### src/rtl/sio_sync_pkg.sv
package sio_sync_pkg;

   // Saturating increment for small run counters.
   function automatic int unsigned sat_inc(input int unsigned v, input int unsigned lim);
      return (v >= lim) ? lim : v + 1;
   endfunction

   // Address comparison outcome for one telegram against the previous one.
   typedef enum logic [1:0] {
      CMP_NONE    = 2'd0,
      CMP_SAME    = 2'd1,
      CMP_DESCENT = 2'd2,
      CMP_ASCENT  = 2'd3
   } addr_cmp_e;

endpackage

### src/rtl/sio_order_tracker.sv
module sio_order_tracker
   import sio_sync_pkg::*;
#(
   parameter int ADDR_W       = 5,
   parameter int REPEAT_LIMIT = 3
) (
   input  logic              clk,
   input  logic              rst_n,
   input  logic              en,
   input  logic              tlg_valid,
   input  logic [ADDR_W-1:0] tlg_addr,
   output logic              sync_o,
   output logic              locked_o
);

   localparam int RUN_W = (REPEAT_LIMIT < 1) ? 1 : $clog2(REPEAT_LIMIT + 1);

   logic              prev_vld_q;
   logic [ADDR_W-1:0] prev_addr_q;
   logic              low_vld_q;
   logic [ADDR_W-1:0] low_addr_q;
   addr_cmp_e         cmp;
   logic              rep_hit;
   logic              lock_nxt;
   logic [ADDR_W-1:0] low_nxt;

   always_comb begin
      if (!prev_vld_q)                cmp = CMP_NONE;
      else if (tlg_addr == prev_addr_q) cmp = CMP_SAME;
      else if (tlg_addr < prev_addr_q)  cmp = CMP_DESCENT;
      else                              cmp = CMP_ASCENT;
   end

   // Run-length handling of repeated telegrams; a zero limit removes it.
   generate
      if (REPEAT_LIMIT > 0) begin : g_run
         logic [RUN_W-1:0] run_q;
         always_ff @(posedge clk) begin
            if (!rst_n || !en) begin
               run_q <= '0;
            end else if (tlg_valid) begin
               if (cmp == CMP_SAME)
                  run_q <= RUN_W'(sat_inc(int'(run_q), REPEAT_LIMIT));
               else
                  run_q <= RUN_W'(1);
            end
         end
         assign rep_hit = (cmp == CMP_SAME) && (run_q >= RUN_W'(REPEAT_LIMIT));
      end else begin : g_norun
         assign rep_hit = 1'b0;
      end
   endgenerate

   assign lock_nxt = low_vld_q | (cmp == CMP_DESCENT);
   assign low_nxt  = (cmp == CMP_DESCENT) ? tlg_addr : low_addr_q;
   assign sync_o   = en && tlg_valid && lock_nxt && (tlg_addr == low_nxt) && !rep_hit;
   assign locked_o = low_vld_q;

   always_ff @(posedge clk) begin
      if (!rst_n || !en) begin
         prev_vld_q  <= 1'b0;
         prev_addr_q <= '0;
         low_vld_q   <= 1'b0;
         low_addr_q  <= '0;
      end else if (tlg_valid) begin
         prev_vld_q  <= 1'b1;
         prev_addr_q <= tlg_addr;
         low_vld_q   <= lock_nxt;
         low_addr_q  <= low_nxt;
      end
   end

endmodule

### src/rtl/sio_data_stage.sv
module sio_data_stage #(
   parameter int                DATA_W            = 4,
   parameter bit                SAME_CYCLE_BYPASS = 1'b1,
   parameter logic [DATA_W-1:0] RESET_DOUT        = '0
) (
   input  logic              clk,
   input  logic              rst_n,
   input  logic              en,
   input  logic              sync_i,
   input  logic              own_xchg,
   input  logic [DATA_W-1:0] own_data,
   output logic [DATA_W-1:0] dout,
   output logic              in_sample
);

   logic [DATA_W-1:0] hold_q;
   logic [DATA_W-1:0] sync_src;

   // Variant choice for an own exchange that lands on a sync telegram.
   generate
      if (SAME_CYCLE_BYPASS) begin : g_bypass
         assign sync_src = own_xchg ? own_data : hold_q;
      end else begin : g_nobypass
         assign sync_src = hold_q;
      end
   endgenerate

   always_ff @(posedge clk) begin
      if (!rst_n) begin
         hold_q    <= RESET_DOUT;
         dout      <= RESET_DOUT;
         in_sample <= 1'b0;
      end else begin
         if (own_xchg) hold_q <= own_data;
         if (en) begin
            if (sync_i) dout <= sync_src;
            in_sample <= sync_i;
         end else begin
            if (own_xchg) dout <= own_data;
            in_sample <= own_xchg;
         end
      end
   end

endmodule

### src/rtl/sio_sync_tracker.sv
module sio_sync_tracker #(
   parameter int                ADDR_W            = 5,
   parameter int                DATA_W            = 4,
   parameter int                REPEAT_LIMIT      = 3,
   parameter bit                SAME_CYCLE_BYPASS = 1'b1,
   parameter logic [DATA_W-1:0] RESET_DOUT        = '0
) (
   input  logic              clk,
   input  logic              rst_n,
   input  logic              sync_en,
   input  logic              tlg_valid,
   input  logic [ADDR_W-1:0] tlg_addr,
   input  logic              own_xchg,
   input  logic [DATA_W-1:0] own_data,
   output logic [DATA_W-1:0] dout,
   output logic              in_sample,
   output logic              locked
);

   initial begin
      assert (ADDR_W >= 1 && ADDR_W <= 16) else $error("ADDR_W out of range");
      assert (DATA_W >= 1) else $error("DATA_W must be positive");
      assert (REPEAT_LIMIT >= 0 && REPEAT_LIMIT <= 255) else $error("REPEAT_LIMIT out of range");
   end

   logic sync_w;

   sio_order_tracker #(
      .ADDR_W      (ADDR_W),
      .REPEAT_LIMIT(REPEAT_LIMIT)
   ) u_order (
      .clk      (clk),
      .rst_n    (rst_n),
      .en       (sync_en),
      .tlg_valid(tlg_valid),
      .tlg_addr (tlg_addr),
      .sync_o   (sync_w),
      .locked_o (locked)
   );

   sio_data_stage #(
      .DATA_W           (DATA_W),
      .SAME_CYCLE_BYPASS(SAME_CYCLE_BYPASS),
      .RESET_DOUT       (RESET_DOUT)
   ) u_data (
      .clk      (clk),
      .rst_n    (rst_n),
      .en       (sync_en),
      .sync_i   (sync_w),
      .own_xchg (own_xchg),
      .own_data (own_data),
      .dout     (dout),
      .in_sample(in_sample)
   );

endmodule

### config.mk
export PLATFORM = sky130hd
export DESIGN_NAME = sio_sync_tracker
export DESIGN_NICKNAME = d
export VERILOG_FILES = /design/src/rtl/sio_sync_pkg.sv /design/src/rtl/sio_order_tracker.sv /design/src/rtl/sio_data_stage.sv /design/src/rtl/sio_sync_tracker.sv
export SDC_FILE = /design/constraint.sdc
export NUM_CORES = 1
export LEC_CHECK = 0
export ABC_AREA = 1
export BUFFER_PORTS_ARGS = -buffer_cell sky130_fd_sc_hd__buf_2
export CAP_MARGIN = 5
export CORE_ASPECT_RATIO = 0.7
export CORE_MARGIN = 10
export CORE_UTILIZATION = 45
export CTS_CLUSTER_SIZE = 16
export DETAILED_ROUTE_END_ITERATION = 10
export MAX_ROUTING_LAYER = met4
export PLACE_DENSITY_LB_ADDON = 0.08
export SLEW_MARGIN = 15
export SYNTH_ARGS = -nofsm -noshare
export SYNTH_HDL_FRONTEND = slang
export SYNTH_HIERARCHICAL = 1
export SYNTH_SLANG_ARGS = --single-unit
### constraint.sdc
create_clock -name clk -period 2.4 [get_ports clk]
set_clock_uncertainty 0.2 [all_clocks]
set_input_delay 0.12 -clock clk [delete_from_list [all_inputs] [get_ports clk]]
set_output_delay 0.12 -clock clk [all_outputs]
set_load 0.01 [all_outputs]
==> results of run 1 <==
## logic make-up (layout without fill, tap and decap cells)
logic type | count (synthesis) | count (layout)
AOI/OAI and AO/OA | 33 | 33
adders and majority gates | 5 | 5
buffers and inverters | 40 | 70
DFF | 23 | 23
and+or+nand+nor | 83 | 84
## layer usage
metal / GRT usage (%) / vias to the layer above / wire length [µm] / share of wire (%)
met5: - / - / 0 / 0
li1: - / 640 / - / -
met2: 16.3 / 53 / 1470 / 43
met4: 1.91 / 0 / 31 / 0.92
met1: 16.3 / 569 / 1610 / 48
met3: 3.80 / 5 / 267 / 7.9
## flip-flops by register name, summed over array words and instances (netlist names)
register / flops
u_data/in_sample: 1
u_order/prev_addr_q: 5
u_order/g_run.run_q: 2
u_data/hold_q: 4
u_order/low_addr_q: 5
u_order/prev_vld_q: 1
u_order/locked_o: 1
u_data/dout: 4
## per-stage QoR
stage / hold WS (ps) / cell area, µm² / utilization [%] / setup TNS [ps] / power [mW]
finish: 6.99 / 1600 / 62.3 / 0 / 0.791
global route: 33.5 / 1600 / 62.3 / -39.9 / 0.836
CTS: 5.82 / 1500 / 58.2 / 0 / 0.777
detailed placement: 195 / 1370 / 53.3 / 0 / 0.528
global placement: 192 / 1370 / 53.3 / 0 / 0.526
floorplan: 23.1 / 1260 / - / 0 / 0.493
## area by class of cell
type                       instances  share of cell area (%)
sequential                        23                    28.9
clock buffer                       3                    2.58
tap                               34                    2.66
clock inverter                     1                   0.312
timing repair buffer              30                    12.7
multi-input combinational        122                    44.4
inverter                          36                    8.52
## power breakdown
| part | total (mW) | internal [mW] | switching, mW |
|---|---|---|---|
| logic | 0.147 | 0.0588 | 0.0884 |
| registers | 0.405 | 0.397 | 0.00767 |
| clock network | 0.239 | 0.116 | 0.123 |
## layout by cell type (no fill, tap or decap)
cell,Yosys,layout
a21oi_4,0,1
nand3_1,18,16
inv_1,31,31
dfxtp_2,0,2
ha_1,5,3
a21oi_2,5,4
buf_2,1,18
nor2_4,1,1
nand2_1,48,44
o21ai_0,9,9
dlygate4sd3_1,0,7
nor2_2,2,3
and2_1,1,1
nand2_4,1,1
clkbuf_8,0,3
nand3_2,2,4
dfxtp_1,23,21
buf_4,0,4
nand2_8,0,1
clkinv_2,1,2
nand2_2,2,6
ha_4,0,2
nor2_1,6,5
dlymetal6s4s_1,0,1
nor3_2,1,1
o21ai_1,5,5
o211ai_2,1,1
inv_2,4,4
nor3_1,1,1
a21oi_1,13,13
## timing repair
item                                    4_1_cts  5_1_grt
setup buffers                                 0        4
gates resized for setup                       0       14
hold endpoints to repair                     12        0
endpoints found under the setup margin        0        5
hold buffers                                  8        0
## critical path, stage by stage (launching register included)
cell	delay (ps)
dfxtp_2	330
inv_1	60
ha_4	270
nand2_2	70
nor2_4	150
nand2_2	80
nand2_1	80
inv_2	60
buf_4	140
nand2_4	100
nand3_1	80
nand3_1	110
nor2_2	50
nand2_2	110
inv_1	100
nand2_1	100
nand2_1	60
## worst paths after layout
check | from | end | slack (ps) | depth (start not counted)
hold reg to reg | u_order/prev_addr_q[1] | u_order/prev_addr_q[1] | 270 | 2
setup reg to reg | u_order/prev_addr_q[4] | u_data/dout[3] | 160 | 16
hold / removal | tlg_addr[1] | u_order/prev_addr_q[1] | 7 | 3
setup / recovery | u_order/prev_addr_q[4] | u_data/dout[3] | 160 | 16
==> reports/qor.yml, run 1 <==
place:
  dp_cells: 233
  gp_congestion: 0.872
  port_buffers: 19
  pre_cts_slack_ps: 100
  dp_hpwl_um: 2250
sta:
  min_period_over_period_pct: 93.2
  slew_viol_final: 0
  max_freq_ghz: 0.447
  setup_viol: 0
  final.min_clock_period_ps: 2240
  worst_slew_pin_slew_ps: 384
  setup_ws_ps: 162
  slew_headroom_pct: 74.4
  hold_viol_final: 0
logic_synthesis:
  synthesis.nets: 203
  synth_cell_types: 24
  netlist_top_cells_area: "dfxtp_1 36%, nand2_1 14%, inv_1 9.2%"
  synth_xor_area_share_pct: 0
  synth_top_family_by_area: "simple AND/OR/NAND/NOR gates"
  synth_edf_count: 0
  synth_mux_area_share_pct: 0
  ys_warn_count: 6
  ys_ff_latch: 23
  yosys-top-cells-count: "48 x nand2_1, 31 x inv_1, 23 x dfxtp_1"
  netlist.area_leader.share_pct: 36.4
  synth_top_area_cell: "dfxtp_1"
  synthArstFlopShare_pct: 0
  synth_most_common_cell: "nand2_1"
  synth-adder-area-share_pct: 4.95
  syn_inst: 184
  synth-compound-area-share_pct: 15.1
  yosys.area_share.simple_pct: 30.2
  avgSynthCellArea_um2: 6.87
  synth_area_um2: 1260
  synth_ff_type: "dfxtp_1"
  ys_seq_area_share_pct: 36.4
cts:
  cts_inserted_buffers: 3
  h-tree-depth: 1
  clk_latency_ps: 270
  cts_sinks: 23
  cts.reportedPaths.clkPinSlew_ps: 80
  clk_path_buf_depth: 2
  cts-root-buf: "clkbuf_8"
  cts_tree: "built"
die:
  die_area_um2: 5360
  die_y_um: 64.3
  die_w_um: 83.3
  ios: 20
  core_area_um2: 2570
  start_util_pct: 49.1
  std_cell_rows: 15
power_and_ir_drop:
  powerDensity_nw_per_um2: 494
  ir_drop_v: 0.000260
  power.leakage_nw: 0.797
layout:
  n_fill_cell: 230
  n_antenna_cell: 0
  drive_gt1_share_pct: 27.0
  finalNonFillerCells: 249
  seqCellArea_um2: 463
  multi_input_area_um2: 711
  layout.nets: 235
  area_delta_synth_final_pct: 26.7
worst_setup_path:
  start_kind: "flip-flop"
  endpoint_kind: "flip-flop"
  cp.arrival_ps: 2210
  required_ps: 2370
  path_class: "flip-flop to flip-flop"
  crit_fanout: 9
global_routing:
  grt_pass1_wl_um: 5230
  grt_use_total_pct: 11.8
  grt_pass1_vias: 1118
  grt_max_degree: 20
  grt.overflow.total: 0
  antenna_found_initial: 0
detailed_routing:
  drt_iter0_markers: 130
  ant_nets: 0
  via_per_inst: 5.09
  drc_errors: 0
  wl_per_cell_um: 13.6
  drt-total-wl_um: 3380
  first_pass_iters: 4
  num_vias: 1267
flow_run:
  drv_cap: 0
min_path:
  hold_class: "input port to flip-flop"
run_status:
  status: "finished clean"
Power figures use the tool's default switching activity.
==> run 2: changes to the inputs <==
--- a/config.mk
+++ b/config.mk
@@ -8,7 +8,6 @@
 export ABC_AREA = 1
 export BUFFER_PORTS_ARGS = -buffer_cell sky130_fd_sc_hd__buf_2
 export CAP_MARGIN = 5
-export CORE_ASPECT_RATIO = 0.7
 export CORE_MARGIN = 10
 export CORE_UTILIZATION = 45
 export CTS_CLUSTER_SIZE = 16
@@ -18,5 +17,4 @@
 export SLEW_MARGIN = 15
 export SYNTH_ARGS = -nofsm -noshare
 export SYNTH_HDL_FRONTEND = slang
-export SYNTH_HIERARCHICAL = 1
 export SYNTH_SLANG_ARGS = --single-unit
==> run 2 against run 1 <==
Clock power down 25%. Sequential power about the same. Critical path depth shrank 1. Worst setup slack better by 2.5 ps. Die area increased by 0.15%. Register-to-register slack improved by 110 ps. Largest cell class unchanged. Final area decreased by 2.9%. Non-clock buffer count up 1. Critical endpoint is now u_data.dout[0]. Global-route usage fell by 0.65 points.
==> reports/qor.yml, run 2 <==
run_status:
  status: "finished clean"
logic_synthesis:
  synthesis.nets: 202
  synth_area_um2: 1280
  netlist_top_cells_area: "dfxtp_1 36%, inv_1 10%, nand2_1 9.7%"
  synthArstFlopShare_pct: 0
  yosys-top-cells-count: "34 x inv_1, 33 x nand2_1, 23 x dfxtp_1"
  ys_seq_area_share_pct: 36.0
  syn_inst: 183
  avgSynthCellArea_um2: 6.98
  netlist.area_leader.share_pct: 36.0
  ys_warn_count: 0
  ys_ff_latch: 23
  synth_edf_count: 0
  synth_cell_types: 19
  synth_ff_type: "dfxtp_1"
  synth_most_common_cell: "inv_1"
  synth_top_area_cell: "dfxtp_1"
die:
  die_y_um: 73.3
  std_cell_rows: 19
  die_area_um2: 5370
  core_area_um2: 2730
  start_util_pct: 46.7
  ios: 20
  die_w_um: 73.3
detailed_routing:
  num_vias: 1160
  first_pass_iters: 4
  wl_per_cell_um: 11.7
  drt-total-wl_um: 2880
  via_per_inst: 4.72
  ant_nets: 0
  drt_iter0_markers: 76
  drc_errors: 0
worst_setup_path:
  slowest_delay_ps: 530
  cp_num_cells: 15
  required_ps: 2430
  crit_fanout: 5
  worstPathCellList: "dlygate4sd3_1 > buf_2 > ha_1 > nand2_2 > nor2_4 > a21oi_4 > nand2_2 > nand3_2 > nand2_1 > nor2_1 > nand3_2 > nand2_4 > inv_2 > nor2_1 > nor2_1"
  ff2ff_path_depth: 14
  path_class: "input port to flip-flop"
  timing.rr.start: "u_order.prev_addr_q[4]"
  critPathSlowestCell: "dlygate4sd3_1"
  cp.arrival_ps: 2260
  cp_top_family: "simple AND/OR/NAND/NOR gates"
  cp_common_cell: "nor2_1"
  r2r_end: "u_data.dout[0]"
  cp.buffers_inverters: 3
  endpoint_kind: "flip-flop"
  start_kind: "input port"
  r2r_slack_ps: 270
place:
  dp_cells: 229
  placed_area_um2: 1390
  port_buffers: 19
  dp_hpwl_um: 2150
  gp_congestion: 0.824
power_and_ir_drop:
  pwr-share-comb_pct: 20.1
  p_int_uw: 525
  power.share.switching_pct: 28.6
  powerDensity_nw_per_um2: 473
  clkPwrFrac_pct: 24.5
  switchingPower_uw: 211
  ir_drop_v: 0.000376
  seqPwrFrac_pct: 55.4
  power.leakage_nw: 0.788
cts:
  cts.reportedPaths.clkPinSlew_ps: 130
  clk_latency_ps: 310
  cts_tree: "built"
  clk_path_buf_depth: 2
  h-tree-depth: 1
  cts_sinks: 23
  cts-root-buf: "clkbuf_4"
  cts_inserted_buffers: 3
  postCtsSetupBuffers: 0
min_path:
  min_from: "tlg_addr[0]"
  whs_path_depth: 4
  holdPathEnd: "u_order.prev_addr_q[0]"
  hold_class: "input port to flip-flop"
global_routing:
  grt_max_degree: 22
  grt_pass1_vias: 1103
  grt_pass1_wl_um: 4710
  antenna_found_initial: 0
  grt_use_total_pct: 11.2
  grt.overflow.total: 0
layout:
  finalNonFillerCells: 246
  n_antenna_cell: 0
  layout.nets: 235
  postLayoutCoreUtil_pct: 56.9
  drive_gt1_share_pct: 21.9
  area_delta_synth_final_pct: 21.7
  layout_common_cells: "33 x inv_1, 33 x nand2_1, 23 x dfxtp_1, 22 x o21ai_0, 19 x buf_2"
  final_area_um2: 1560
  reg.largest.list: "u_order.low_addr_q (5), u_order.prev_addr_q (5)"
flow_run:
  drv_cap: 0
sta:
  hold_viol_final: 0
  holdWs_ps: 28.5
  slew_viol_final: 0
  min_period_over_period_pct: 93.1
  max_freq_ghz: 0.447
  setup_viol: 0
  slew_headroom_pct: 71.9
  final.min_clock_period_ps: 2240
  worst_slew_pin_slew_ps: 421
-- run 2: cell types whose count changed after synthesis, moves of 5 or more --
cell     previous run  this run
nand2_1            48        33
o21ai_0             9        22
nand3_1            18         6
nor2_1              6        18
nand3_2             2         8
o21ai_1             5         0
-- run 2: per-layer routing --
| layer | vias to the layer above | wire, µm | track usage, % |
|---|---|---|---|
| li1 | 635 | - | - |
| met1 | 506 | 1300 | 12.2 |
| met2 | 17 | 1440 | 19.0 |
| met3 | 2 | 120 | 2.69 |
| met4 | 0 | 21 | 4.43 |
| met5 | - | 0 | - |
-- run 2: kinds of logic (layout without fill, tap and decap cells) --
logic type               count (synthesis)  in the layout  synth area share [%]
flip-flops                              23             23                  36.0
AND/OR/NAND/NOR                         74             76                  28.8
adder cells (fa/ha/maj)                  5              5                  4.90
buffers and inverters                   41             71                  12.7
AO/OA/AOI/OAI                           36             36                  14.4
multiplexers                             4              4                  3.13
-- run 2: power groups by stage --
stage | combinational (mW) | clock [mW] | sequential [mW]
finish | 0.148 | 0.180 | 0.408
global route | 0.169 | 0.203 | 0.410
CTS | 0.143 | 0.194 | 0.408
detailed placement | 0.129 | 0 | 0.417
global placement | 0.125 | 0 | 0.416
floorplan | 0.0873 | 0 | 0.418
-- run 2: cell type report --
class                   count  area [µm²]
flip-flops and latches     23         460
repair buffers             31         213
multi-input cells         121         682
inverters                  36         135
well taps                  31        38.8
fillers                   275        1180
clock buffers               4        26.3
-- run 2: worst reg2reg max path: stages (launching register included) --
cell and delay, ps:
dfxtp_1 340, inv_1 40, ha_1 290, nand2_2 110
nor2_4 60, a21oi_4 200, nand2_2 150, nand3_2 80
nand2_1 40, nor2_1 130, nand3_2 130, nand2_4 100
inv_2 50, nor2_1 90, nor2_1 50
-- run 2: timing repair --
item | in CTS | in global routing
hold buffers | 11 | 0
resized for setup | 0 | 4
hold endpoints to repair | 15 | 0
setup endpoints to repair | 0 | 5
-- run 2: worst max path at each step --
| stage | end | slack [ps] | from |
|---|---|---|---|
| detailed placement | u_data.dout[0] | 110 | u_order.prev_addr_q[4] |
| CTS | u_data.dout[0] | 20 | tlg_addr[3] |
| finish | u_data.dout[0] | 160 | tlg_addr[3] |
| floorplan | u_data.dout[0] | 420 | u_order.prev_addr_q[4] |
| global placement | u_data.dout[3] | 170 | u_order.prev_addr_q[4] |
| global route | u_data.dout[0] | -10 | tlg_addr[3] |
-- run 2: stage by stage --
step	setup TNS [ps]	power [mW]	setup slack, ps
2_1_floorplan	0	0.505	423
3_3_place_gp	0	0.542	167
3_5_place_dp	0	0.546	113
4_1_cts	0	0.745	19.9
5_1_grt	-9.68	0.782	-9.68
6_report	0	0.736	165
==> run 3: changes to the inputs <==
--- a/config.mk
+++ b/config.mk
@@ -12,6 +12,7 @@
 export CORE_UTILIZATION = 45
 export CTS_CLUSTER_SIZE = 16
 export DETAILED_ROUTE_END_ITERATION = 10
+export HOLD_SLACK_MARGIN = 0.03
 export MAX_ROUTING_LAYER = met4
 export PLACE_DENSITY_LB_ADDON = 0.08
 export SLEW_MARGIN = 15
==> run 3 against run 2 <==
First-iteration DRC count is 6.6% lower. Worst setup slack better by 17 ps. Register-to-register slack got worse by 60 ps. Critical endpoint unchanged. Critical path depth decreased by 1. Clock power about the same. Global-route usage barely moved. Worst hold slack better by 41 ps. Die area is the same. Final area rose by 1.3%. Power grew 0.78%.
==> reports/qor.yml, run 3 (synthesis results as in run 2) <==
cts:
  h-tree-depth: 1
  cts_sinks: 23
  cts_inserted_buffers: 3
  clk_latency_ps: 310
  cts.reportedPaths.clkPinSlew_ps: 130
  cts_tree: "built"
  clk_path_buf_depth: 2
  cts-root-buf: "clkbuf_4"
layout:
  n_fill_cell: 273
  seqCellArea_um2: 460
  reg.largest.list: "u_order.low_addr_q (5), u_order.prev_addr_q (5)"
  n_antenna_cell: 0
  layout_commonest_cell: "inv_1"
  drive_gt1_share_pct: 22.3
  area_delta_synth_final_pct: 23.3
  multi_input_area_um2: 692
  finalNonFillerCells: 246
  layout_common_cells: "33 x inv_1, 32 x nand2_1, 23 x dfxtp_1, 22 x o21ai_0, 17 x buf_2"
  layout.nets: 235
global_routing:
  grt_max_degree: 22
  grt_pass1_wl_um: 4730
  grt.overflow.total: 0
  antenna_found_initial: 0
  grt_use_total_pct: 11.2
  grt_pass1_vias: 1113
worst_setup_path:
  crit_path_start: "tlg_addr[1]"
  cp_num_cells: 14
  cp_common_cell: "nor2_1"
  crit_fanout: 6
  r2r_end: "u_data.dout[0]"
  path_class: "input port to flip-flop"
  endpoint_kind: "flip-flop"
  slowest_delay_ps: 590
  ff2ff_path_depth: 14
  start_kind: "input port"
  timing.rr.start: "u_order.prev_addr_q[4]"
  cp.arrival_ps: 2240
  critPathCapture: "u_data.dout[0]"
  required_ps: 2430
  r2r_slack_ps: 210
  cp_top_family: "simple AND/OR/NAND/NOR gates"
  critPathSlowestCell: "dlygate4sd3_1"
  worstPathCellList: "dlygate4sd3_1 > ha_1 > nand2_2 > nor2_4 > a21oi_4 > nand2_4 > nand2_2 > nand3_1 > nor2_1 > nand3_2 > nand2_4 > inv_2 > nor2_1 > nor2_1"
  cp.buffers_inverters: 2
die:
  ios: 20
  die_w_um: 73.3
  core_area_um2: 2730
  std_cell_rows: 19
  die_y_um: 73.3
  die_area_um2: 5370
  start_util_pct: 46.7
power_and_ir_drop:
  powerDensity_nw_per_um2: 471
  ir_drop_v: 0.000378
  power.leakage_nw: 0.802
place:
  port_buffers: 19
  gp_congestion: 0.824
  dp_cells: 229
  dp_hpwl_um: 2150
sta:
  slew_headroom_pct: 71.9
  max_freq_ghz: 0.451
  hold_viol_final: 0
  holdWs_ps: 69.7
  slew_viol_final: 0
  final.min_clock_period_ps: 2220
  min_period_over_period_pct: 92.4
  worst_slew_pin_slew_ps: 421
  setup_viol: 0
min_path:
  hold_class: "input port to flip-flop"
detailed_routing:
  num_vias: 1184
  wl_per_cell_um: 11.9
  drt-total-wl_um: 2930
  via_per_inst: 4.81
  drt_iter0_markers: 71
  first_pass_iters: 4
  drc_errors: 0
  ant_nets: 0
flow_run:
  drv_cap: 0
run_status:
  status: "finished clean"
run 3: changes by cell type in the layout (fill, tap and decap cells not counted), sizes merged:
cell	delta
buf	-1
dlymetal6s4s	+1
run 3: worst min path at each step:
stage	slack (ps)	endpoint	cells after the start	startpoint
floorplan	50	u_data.dout[0]	2	rst_n
global placement	190	u_data.hold_q[3]	3	own_data[3]
detailed placement	200	u_data.hold_q[0]	3	own_data[0]
CTS	50	u_data.dout[2]	6	sync_en
global route	120	u_data.dout[2]	6	sync_en
finish	70	u_data.dout[2]	5	sync_en
run 3: what timing repair did:
item                                   4_1_cts  5_1_grt
endpoints found under the hold margin       17        0
buffers inserted                             0        1
hold buffers                                12        0
setup endpoints to repair                    0        5
gates resized for setup                      0        8
run 3: power by group:
group | internal (mW) | switching (mW) | total [mW] | leakage (nW)
clock network | 0.0648 | 0.116 | 0.181 | 0.0150
registers | 0.399 | 0.00882 | 0.408 | 0.189
logic | 0.0640 | 0.0891 | 0.153 | 0.598
total | 0.528 | 0.214 | 0.742 | 0.802
run 3: routing by layer:
metal	track usage [%]	vias to the layer above	part of all wire (%)
li1	-	634	-
met1	12.0	528	45
met2	19.3	20	50
met3	2.69	2	4.3
met4	4.43	0	0.55
met5	-	-	0
run 3: metrics by stage:
stage / area, µm² / setup WS, ps / TNS [ps] / utilization [%] / power, mW
final: 1580 / 182 / 0 / 57.6 / 0.742
after CTS: 1540 / 19.9 / 0 / 56.2 / 0.746
after detailed placement: 1390 / 113 / 0 / 50.9 / 0.546
after global routing: 1580 / -0.487 / -0.487 / 57.6 / 0.787
after floorplan: 1280 / 423 / 0 / - / 0.505
after global placement: 1390 / 167 / 0 / 50.9 / 0.542
run 3: worst register-to-register path, cell delays in order (launching register included):
cell,delay (ps)
dfxtp_1,340
inv_1,40
ha_1,290
nand2_2,100
nor2_4,60
a21oi_4,230
nand2_4,120
nand2_2,90
nand3_1,80
nor2_1,130
nand3_2,130
nand2_4,110
inv_2,50
nor2_1,90
nor2_1,50
run 3: layout make-up:
class	count	share of cell area, %
multi-input combinational	121	43.9
sequential	23	29.2
timing repair buffer	31	14.1
inverter	36	8.58
tap	31	2.46
clock buffer	4	1.67
